**config.mk**
```make
export PLATFORM = sky130hd
export DESIGN_NAME = aud_irq_agg
export DESIGN_NICKNAME = d
export VERILOG_FILES = /design/src/rtl/aud_irq_pkg.sv /design/src/rtl/aud_irq_ctl_src.sv /design/src/rtl/aud_irq_strm_src.sv /design/src/rtl/aud_irq_line.sv /design/src/rtl/aud_irq_agg.sv
export SDC_FILE = /design/constraint.sdc
export NUM_CORES = 1
export LEC_CHECK = 0
export ABC_AREA = 1
export BUFFER_PORTS_ARGS = -buffer_cell sky130_fd_sc_hd__buf_2
export CORE_AREA = 2 2 94 96
export DETAILED_ROUTE_END_ITERATION = 8
export DIE_AREA = 0 0 96 98
export MAX_ROUTING_LAYER = met4
export PLACE_DENSITY = 0.58
export SYNTH_ARGS = -nofsm -noshare
export SYNTH_HDL_FRONTEND = slang
export SYNTH_SLANG_ARGS = --single-unit
```
**constraint.sdc**
```tcl
create_clock -name clk -period 0.82 [get_ports clk]
set_input_delay 0.123 -clock clk [delete_from_list [all_inputs] [get_ports clk]]
set_output_delay 0.123 -clock clk [all_outputs]
set_load 0.05 [all_outputs]
```
**src/rtl/aud_irq_pkg.sv**
```systemverilog
package aud_irq_pkg;
    localparam int STS_W        = 32;
    localparam int GIS_BIT      = 31;
    localparam int CIS_BIT      = 30;
    localparam int RING_W       = 8;
    localparam int RING_RESP    = 0;
    localparam int RING_OVR     = 2;
    localparam int SBYTE_W      = 8;
    localparam int EV_DONE      = 2;
    localparam int EV_FIFO      = 3;
    localparam int EV_DESC      = 4;
    localparam logic [RING_W-1:0]  RING_MASK = (RING_W'(1) << RING_RESP) | (RING_W'(1) << RING_OVR);
    localparam logic [SBYTE_W-1:0] EV_MASK   = (SBYTE_W'(1) << EV_DONE) | (SBYTE_W'(1) << EV_FIFO)
                                             | (SBYTE_W'(1) << EV_DESC);

    typedef enum logic {
        LINE_IDLE   = 1'b0,
        LINE_ACTIVE = 1'b1
    } line_state_t;
endpackage

```
**src/rtl/aud_irq_ctl_src.sv**
```systemverilog
module aud_irq_ctl_src
    import aud_irq_pkg::*;
#(
    parameter int CODEC_W = 15
) (
    input  logic [RING_W-1:0]  ring_sts,
    input  logic [RING_W-1:0]  ring_ctl,
    input  logic [CODEC_W-1:0] codec_chg,
    input  logic [CODEC_W-1:0] codec_wake,
    output logic               ctl_hit
);
    logic ring_hit;
    logic wake_hit;

    always_comb begin
        ring_hit = |(ring_sts & ring_ctl & RING_MASK);
        wake_hit = |(codec_chg & codec_wake);
        ctl_hit  = ring_hit | wake_hit;
    end
endmodule

```
**src/rtl/aud_irq_strm_src.sv**
```systemverilog
module aud_irq_strm_src
    import aud_irq_pkg::*;
#(
    parameter int N_STREAMS = 8
) (
    input  logic [SBYTE_W*N_STREAMS-1:0] strm_sts,
    input  logic [SBYTE_W*N_STREAMS-1:0] strm_ctl,
    output logic [N_STREAMS-1:0]         strm_hit
);
    for (genvar gi = 0; gi < N_STREAMS; gi++) begin : g_strm
        logic [SBYTE_W-1:0] ev;
        always_comb begin
            ev           = strm_sts[gi*SBYTE_W +: SBYTE_W] & strm_ctl[gi*SBYTE_W +: SBYTE_W];
            strm_hit[gi] = |(ev & EV_MASK);
        end
    end
endmodule

```
**src/rtl/aud_irq_line.sv**
```systemverilog
module aud_irq_line
    import aud_irq_pkg::*;
#(
    parameter int N_STREAMS = 8
) (
    input  logic             clk,
    input  logic             rst_n,
    input  logic [STS_W-1:0] gctl,
    input  logic [STS_W-1:0] status_nxt,
    output logic             irq
);
    localparam logic [STS_W-1:0] STRM_EN = STS_W'((64'd1 << N_STREAMS) - 64'd1);
    localparam logic [STS_W-1:0] EN_MASK = STRM_EN | (STS_W'(1) << CIS_BIT);

    line_state_t state;
    line_state_t state_nxt;
    logic        want;

    always_comb begin
        want      = gctl[GIS_BIT] && (|(status_nxt & gctl & EN_MASK));
        state_nxt = state;
        unique case (state)
            LINE_IDLE:   if (want)  state_nxt = LINE_ACTIVE;  // RAISE
            LINE_ACTIVE: if (!want) state_nxt = LINE_IDLE;    // DROP
            default:     state_nxt = LINE_IDLE;
        endcase
    end

    always_ff @(posedge clk or negedge rst_n) begin
        if (!rst_n) state <= LINE_IDLE;
        else        state <= state_nxt;
    end

    always_comb begin
        irq = (state == LINE_ACTIVE);
    end


    irq_needs_gie_chk: assert property (@(posedge clk) disable iff (!rst_n)
        irq |-> $past(gctl[GIS_BIT]));
endmodule

```
**src/rtl/aud_irq_agg.sv**
```systemverilog
module aud_irq_agg
    import aud_irq_pkg::*;
#(
    parameter int N_STREAMS = 8,
    parameter int CODEC_W   = 15
) (
    input  logic                         clk,
    input  logic                         rst_n,
    input  logic [RING_W-1:0]            ring_sts,
    input  logic [RING_W-1:0]            ring_ctl,
    input  logic [CODEC_W-1:0]           codec_chg,
    input  logic [CODEC_W-1:0]           codec_wake,
    input  logic [SBYTE_W*N_STREAMS-1:0] strm_sts,
    input  logic [SBYTE_W*N_STREAMS-1:0] strm_ctl,
    input  logic [STS_W-1:0]             gctl,
    output logic [STS_W-1:0]             status,
    output logic                         irq
);
    logic                 ctl_hit;
    logic [N_STREAMS-1:0] strm_hit;
    logic [STS_W-1:0]     status_nxt;

    aud_irq_ctl_src #(.CODEC_W(CODEC_W)) u_ctl (
        .ring_sts   (ring_sts),
        .ring_ctl   (ring_ctl),
        .codec_chg  (codec_chg),
        .codec_wake (codec_wake),
        .ctl_hit    (ctl_hit)
    );

    aud_irq_strm_src #(.N_STREAMS(N_STREAMS)) u_strm (
        .strm_sts (strm_sts),
        .strm_ctl (strm_ctl),
        .strm_hit (strm_hit)
    );

    always_comb begin
        status_nxt                = '0;
        status_nxt[N_STREAMS-1:0] = strm_hit;
        status_nxt[CIS_BIT]       = ctl_hit;
        status_nxt[GIS_BIT]       = ctl_hit | (|strm_hit);
    end

    always_ff @(posedge clk or negedge rst_n) begin
        if (!rst_n) status <= '0;
        else        status <= status_nxt;
    end

    aud_irq_line #(.N_STREAMS(N_STREAMS)) u_line (
        .clk        (clk),
        .rst_n      (rst_n),
        .gctl       (gctl),
        .status_nxt (status_nxt),
        .irq        (irq)
    );


    gis_summary_chk: assert property (@(posedge clk) disable iff (!rst_n)
        status[GIS_BIT] == (|status[GIS_BIT-1:0]));

    irq_has_status_chk: assert property (@(posedge clk) disable iff (!rst_n)
        irq |-> status[GIS_BIT]);

    cis_source_chk: assert property (@(posedge clk) disable iff (!rst_n)
        status[CIS_BIT] |-> $past((|(ring_sts & ring_ctl & RING_MASK)) || (|(codec_chg & codec_wake))));

    reset_clear_chk: assert property (@(posedge clk)
        !rst_n |-> (status == '0) && !irq);

    for (genvar gi = 0; gi < N_STREAMS; gi++) begin : g_schk

        strm_source_chk: assert property (@(posedge clk) disable iff (!rst_n)
            status[gi] |-> $past(|(strm_sts[gi*SBYTE_W +: SBYTE_W] & strm_ctl[gi*SBYTE_W +: SBYTE_W] & EV_MASK)));
    end
endmodule

```
Word-level counts from Yosys, hierarchy flattened

Index checks and enable logic that the tools add are counted.

Register bits after elaboration: 11
Bits in latches: 0
Bits in writable memories: 0
Bits in read-only memories: 0
Input bits: 208
Output and inout bits: 33
Memories kept: 0

Add/sub/neg operators: 0
$mul: 0
Divide/modulo/power cells: 0
Magnitude comparators: 0
Equal/unequal tests: 0
Shifts and indexed selects: 0
Muxes and demuxes: 1
Bitwise logic cells: 13
Reduce and logical (&&, ||, !) cells: 13

Operator list:

| kind                | count |
|---|---|
| $and A5 B5 Y5       | 8 |
| $and A31 B31 Y31    | 1 |
| $reduce_or A24 Y1   | 1 |
| $reduce_or A3 Y1    | 8 |
| $and A15 B15 Y15    | 1 |
| $reduce_or A15 Y1   | 1 |
| $reduce_or A9 Y1    | 1 |
| $and A3 B3 Y3       | 1 |
| $or A1 B1 Y1        | 2 |
| $reduce_or A2 Y1    | 1 |
| $logic_and A1 B1 Y1 | 1 |
| $mux W1             | 1 |

Logic depth before layout (Yosys ltp)

Gate-level depths: netlist (run 1).

Word-level depth: 7
Depth in mapped cells: 8

Hierarchy

A second synthesis (run 1) with hierarchy kept.

Cells, all modules: 120
Area total of the unflattened synthesis: 795.8 µm²

By module, submodules not included:

| module           | times used | cells each | area an instance (µm²) |
|---|---|---|---|
| aud_irq_agg      | 1          | 40         | 449.2 |
| aud_irq_strm_src | 1          | 32         | 130.1 |
| aud_irq_ctl_src  | 1          | 30         | 121.4 |
| aud_irq_line     | 1          | 18         | 95.1 |

Worst setup path after synthesis (run 1)

Ideal clock, no wire load.

Path type: input port to flip-flop
Start: in codec_chg[0]
End: reg u_line.state (netlist: u_line.irq)
Setup time: 115 ps
Arrival: 661 ps
Required time: 705 ps
Setup slack: 43 ps
Cell stages on the path: 8
Buffers on the path: 0
Cell sequence: nand2_1 -> nand2_1 -> nor2_1 -> nand3_1 -> nor2_2 -> nor2_1 -> nor2_1 -> nor2_1

Longest elaborated chain between the ends: 7

RTL lines:

| element                | RTL line                               | source |
|---|---|---|
| start: declaration     | aud_irq_agg.sv:11                      | `input logic [CODEC_W-1:0] codec_chg,` |
| $and A15 B15 Y15       | aud_irq_ctl_src.sv:17                  | `wake_hit = \|(codec_chg & codec_wake);` |
| $reduce_or A15 Y1      | aud_irq_ctl_src.sv:17                  |  |
| $or A1 B1 Y1           | aud_irq_ctl_src.sv:18                  | `ctl_hit = ring_hit \| wake_hit;` |
| $and A31 B31 Y31       | aud_irq_line.sv:20                     | `want = gctl[GIS_BIT] && (\|(status_nxt & gctl & EN_MASK));` |
| $reduce_or A9 Y1       | aud_irq_line.sv:20                     |  |
| $logic_and A1 B1 Y1    | aud_irq_line.sv:20                     |  |
| $mux W1                | aud_irq_line.sv:23, aud_irq_line.sv:24 |  |
| net u_line.state_nxt   | aud_irq_line.sv:16                     | `line_state_t state_nxt;` |
| end signal: assignment | aud_irq_line.sv:31                     | `else state <= state_nxt;` |
| end: declaration       | aud_irq_line.sv:15                     | `line_state_t state;` |

The timed path passes the listed nets, and every way through them passes these cells.

Worst setup path after layout (run 1)

Start: reg status[3]
End: out status[3]

RTL lines:

| element                  | RTL line          | source |
|---|---|---|
| start: declaration       | aud_irq_agg.sv:16 | `output logic [STS_W-1:0] status,` |
| start signal: assignment | aud_irq_agg.sv:46 | `else status <= status_nxt;` |

No word-level cell between the ends.

==> results of run 1 <==
==> cells in the mapped netlist <==
| cell type | n | area share [%] |
|---|---|---|
| nand3_1 | 3 | 1.8 |
| inv_1 | 4 | 1.8 |
| conb_1 | 1 | 0.44 |
| dfrtp_1 | 11 | 33 |
| nand3_2 | 8 | 9.5 |
| nand2_2 | 1 | 0.74 |
| nor4_1 | 2 | 1.5 |
| nor2_2 | 3 | 2.2 |
| nand2_1 | 60 | 27 |
| nor2_1 | 7 | 3.1 |
| buf_4 | 22 | 20 |
==> power by group <==
part / switching, W / internal (W) / total [W] / leakage, nW
logic: 0.000579 / 0.000335 / 0.000913 / 0.797
registers: 0.0000158 / 0.000582 / 0.000598 / 0.119
clock network: 0.000186 / 0.000340 / 0.000525 / 0.0228
total: 0.000780 / 0.00126 / 0.00204 / 0.939
==> worst max path at each step <==
stage | from | endpoint | slack (ns) | cells past startpoint
2_1_floorplan | codec_chg[0] | u_line.irq$_DFF_PN0_ | 0.04 | 8
3_3_place_gp | codec_chg[13] | u_line.irq$_DFF_PN0_ | -0.35 | 9
3_5_place_dp | codec_chg[13] | u_line.irq$_DFF_PN0_ | -0.38 | 9
4_1_cts | status[3]$_DFF_PN0_ | status[3] | -0.07 | 1
5_1_grt | ring_sts[2] | u_line.irq$_DFF_PN0_ | -0.09 | 9
6_report | status[3]$_DFF_PN0_ | status[3] | -0.06 | 1
==> per-layer routing <==
metal  vias to the layer above  global-route usage, %
met5                         -                      -
met4                         0                  1.978
met3                         2                 0.3858
met2                        80                  11.32
met1                       452                  6.092
li1                        556                      -
==> flip-flops by register name, indices dropped and copies added, names as in the netlist <==
name,flops
u_line.irq,1
status,10
==> kinds of logic (layout without fill, tap and decap cells) <==
kind of cell	after synthesis	after routing	synth area share, %
buffers and inverters	26	117	21.36
flip-flops	11	11	32.64
other	1	22	0.4447
AND/OR/NAND/NOR	84	84	45.55
==> layout make-up <==
| class | count | area (um^2) | area share (%) |
|---|---|---|---|
| timing repair buffer | 109 | 654.4 | 39.86 |
| sequential | 11 | 275.3 | 16.77 |
| inverter | 4 | 15.01 | 0.9146 |
| clock buffer | 4 | 45.04 | 2.744 |
| multi-input combinational | 106 | 516.7 | 31.48 |
| tap | 108 | 135.1 | 8.232 |
==> what timing repair did <==
| action | CTS | global route |
|---|---|---|
| pin swaps | 0 | 11 |
| hold endpoints to repair | 11 | 0 |
| setup endpoints to repair | 14 | 13 |
| hold buffers | 1 | 0 |
| buffers inserted | 0 | 1 |
| resized for setup | 24 | 16 |
==> through the flow <==
stage	utilization [%]	hold WS, ns	area [um^2]	cells	power (W)
after floorplan	-	-0.1726	922.1	143	0.001188
after CTS	18.50	0.1073	1567	341	0.002027
final	19.39	0.1025	1642	342	0.002037
after detailed placement	16.95	-0.0004377	1435	336	0.001426
after global placement	16.95	-0.008454	1435	336	0.001418
after global routing	19.39	0.1112	1642	342	0.002141
==> metrics.txt, run 1 <==
status=complete, but fails checks; failing checks=setup timing; total track usage=5.876%; CTS tree=done; Top Family by Delay on Critical Path=flip-flops; Starting Density=9.962%; Pre-antenna DRT Iters=4; Buf+Inv Stages, Crit Path=1; Max Slew Vio Count=0; P&R area growth vs syn=94.66%; most frequent cells in the layout=89 x buf_2, 53 x nand2_1, 22 x conb_1; Slowest Stage Delay on Critical Path=0.37 ns; Worst Hold Launch=gctl[31]; DIE AREA=9408 um^2; Metal-1 WL=1079 um; dpl ws=-0.3798 ns; PortBufs=104; Gate Count Post-Synth=122; Filler cells=943; Top Ports=241; worst endpoint data arrival time=0.76 ns; CTS clk-pin slew, worst paths=0.05 ns; yosys warns=0; Final TNS setup=-0.5826 ns; Clock Root Buffer=clkbuf_8; Hold EP=u_line.irq$_DFF_PN0_; ant diodes=0; fin nets=443; Critical-path top delay cell=dfrtp_1; Hold Crit Class=input pin to flip-flop; Min-Delay Path Depth=3; clk buf depth=2; crit path capture type=output port; Crit Path Class=flip-flop to output port; share of cells above drive strength 1=56.41%; register area share after synthesis=32.64%; Critical Path RT=0.70 ns; Residual DRC=0; Netlist cell types=11; final hold vios=0; total wire length=2974 um; RSZ-0062 raised after global routing=true; Rows=34; Yosys reg bits=11; power density cells=1241 nW/um^2; Fmax=1137 MHz; final setup margin=-0.05914 ns; DR vias=1090; placed wire-length estimate=2803 um; Leakage=0.9390 nW; area of the core=8466 um^2; commonest non-fill, non-tap cell in the layout=buf_2; Final period util=107.2%; Die Height=98 um; Peak VDD IR=0.0002850 V; Sink Count=11; met2 WL=1565 um; 1st-iter DRT viols=10; first-pass GRT wire length=4257 um; wire length per cell=8.696 um; # setup viols final=11; metal3 WL=313 um; initial antenna violation count=0; H-tree level count=1; crit start category=flip-flop; synthesized area=843.3 um^2; antenna viol nets, final=0; CP Cell Sequence=buf_6; vias in the first global route=1039; Horiz. Die Dim=96 um; Final Critical Period=0.8791 ns; post-DR vias/cell=3.187; Max Used Layer=met4; crit-path max FO=1; CTS Buf Count=3; RD Place Congestion=0.6828; # Max-Cap Violations=0; Mean Syn Cell Area=6.912 um^2; total gr overflow=0; pin count of the biggest net entering global routing=12
No activity file was read; power rests on OpenSTA's default activity.
==> inputs of run 2 (changes only) <==
--- a/config.mk
+++ b/config.mk
@@ -9,6 +9,8 @@
 export BUFFER_PORTS_ARGS = -buffer_cell sky130_fd_sc_hd__buf_2
 export CORE_AREA = 2 2 94 96
+export CTS_BUF_LIST = sky130_fd_sc_hd__clkbuf_8
 export DETAILED_ROUTE_END_ITERATION = 8
 export DIE_AREA = 0 0 96 98
+export HOLD_SLACK_MARGIN = 0.05
 export MAX_ROUTING_LAYER = met4
 export PLACE_DENSITY = 0.58
==> constraint.sdc (replaced) <==
create_clock -name clk -period 0.82 [get_ports clk]
set_input_delay 0.041 -clock clk [delete_from_list [all_inputs] [get_ports clk]]
set_output_delay 0.041 -clock clk [all_outputs]
set_load 0.05 [all_outputs]
==> run 2 against run 1 <==
  * Largest cell class unchanged
  * Setup slack gained 0.070 ns
  * Combinational power grew 2%
  * Core utilization grew 0.27 points
  * Die area is the same
  * Sequential share of layout area shrank 0.23 points
  * Flip-flop and latch count is the same
  * The run now ends clean
==> metrics.txt, run 2 (synthesis gave the netlist of run 1 again) <==
Min Hold Slack=0.06729 ns; 1st-iter DRT viols=9; commonest non-fill, non-tap cell in the layout=buf_2; most frequent cells in the layout=89 x buf_2, 55 x nand2_1, 22 x conb_1; CTS tree=done; crit path capture type=output port; fin util=19.66%; wire length per cell=8.905 um; Residual DRC=0; placed insts=336; RSZ-0062 raised after global routing=true; total gr overflow=0; first-pass GRT wire length=4326 um; crit-path max FO=1; Leakage=0.9469 nW; Largest Register=status; Pre-antenna DRT Iters=4; Max Slew Vio Count=0; vias in the first global route=1061; area of the core=8466 um^2; Fmax=1236 MHz; max reg flops=10; Final Critical Period=0.8089 ns; Sink Count=11; Die Height=98 um; Clock Root Buffer=clkbuf_8; Slowest Stage Delay on Critical Path=0.38 ns; # setup viols final=0; Top Family by Delay on Critical Path=flip-flops; total wire length=3081 um; status=finished, final reports clean; placed wire-length estimate=2791 um; clk buf depth=2; ant diodes=0; CTS Buf Count=3; Horiz. Die Dim=96 um; Peak VDD IR=0.0002881 V; Top Ports=241; power density cells=1227 nW/um^2; P&R area growth vs syn=97.33%; CTS clk-pin slew, worst paths=0.05 ns; initial antenna violation count=0; Buf+Inv Stages, Crit Path=1; pin count of the biggest net entering global routing=12; Final period util=98.64%; share of cells above drive strength 1=55.04%; Hold Crit Class=input pin to flip-flop; PortBufs=104; H-tree level count=1; Critical-path top delay cell=dfrtp_1; Non-Filler Instances=346; total track usage=6.022%; antenna viol nets, final=0; # Max-Cap Violations=0; crit start category=flip-flop; CP Cell Sequence=buf_6; Crit Path Class=flip-flop to output port; RD Place Congestion=0.6827; DIE AREA=9408 um^2; post-DR vias/cell=3.211; final hold vios=0; Critical Path RT=0.78 ns; Starting Density=9.962%; worst endpoint data arrival time=0.77 ns; Rows=34; fin nets=447; DR vias=1111
## run 2: changes by cell type in the layout (fill, tap and decap cells not counted)
cell,before,now
dlygate4sd3_1,1,5
nand2_4,3,0
nand2_1,53,55
clkbuf_1,1,0
inv_1,4,5
nand2_2,5,6
nor2_1,6,5
nor2_2,2,3
## run 2: layout make-up
type / count / area, um^2
Inverter: 4 / 15.01
Clock inverter: 1 / 3.754
Timing Repair Buffer: 113 / 694.4
Sequential cell: 11 / 275.3
Clock buffer: 3 / 41.29
Fill cell: 935 / 6802
Multi-Input combinational cell: 106 / 499.2
Tap cell: 108 / 135.1
## run 2: worst paths after layout
| kind | from | endpoint | slack (ns) | cells past startpoint |
|---|---|---|---|---|
| worst max-delay path | u_line.irq$_DFF_PN0_ | irq | 0.01 | 1 |
| worst min-delay path | strm_ctl[12] | status[1]$_DFF_PN0_ | 0.07 | 3 |
| max in group asynchronous | rst_n | status[31]$_DFF_PN0_ | 0.42 | 2 |
| min in group asynchronous | rst_n | status[30]$_DFF_PN0_ | 0.20 | 2 |
## run 2: through the flow
stage	TNS (ns)	total power [W]	setup WS, ns	cell area [um^2]
floorplan	0	0.001188	0.1253	922.1
global placement	-0.6696	0.001418	-0.2653	1435
detailed placement	-0.6920	0.001425	-0.2949	1435
CTS	0	0.002032	0.001839	1595
global route	-0.03318	0.002151	-0.01685	1664
finish	0	0.002042	0.01112	1664
## run 2: per-layer routing
layer	track usage, %	wire (um)	part of all wire, %
met1	5.954	1089	35
met2	11.91	1665	54
met3	0.4630	309	10
met4	1.978	16	0.52
met5	-	0	0
## run 2: power by group
| group | total (W) | leakage [nW] | internal [W] | switching [W] |
|---|---|---|---|---|
| sequential | 0.000599 | 0.119 | 0.000582 | 0.0000169 |
| clock | 0.000515 | 0.0269 | 0.000327 | 0.000188 |
| combinational | 0.000928 | 0.801 | 0.000349 | 0.000579 |
| total | 0.00204 | 0.947 | 0.00126 | 0.000783 |
## run 2: what timing repair did
item	4_1_cts	5_1_grt
resized for setup	21	15
buffers inserted	0	1
endpoints found under the hold margin	15	0
endpoints found under the setup margin	12	7
hold buffers	5	0
pin swaps	0	10
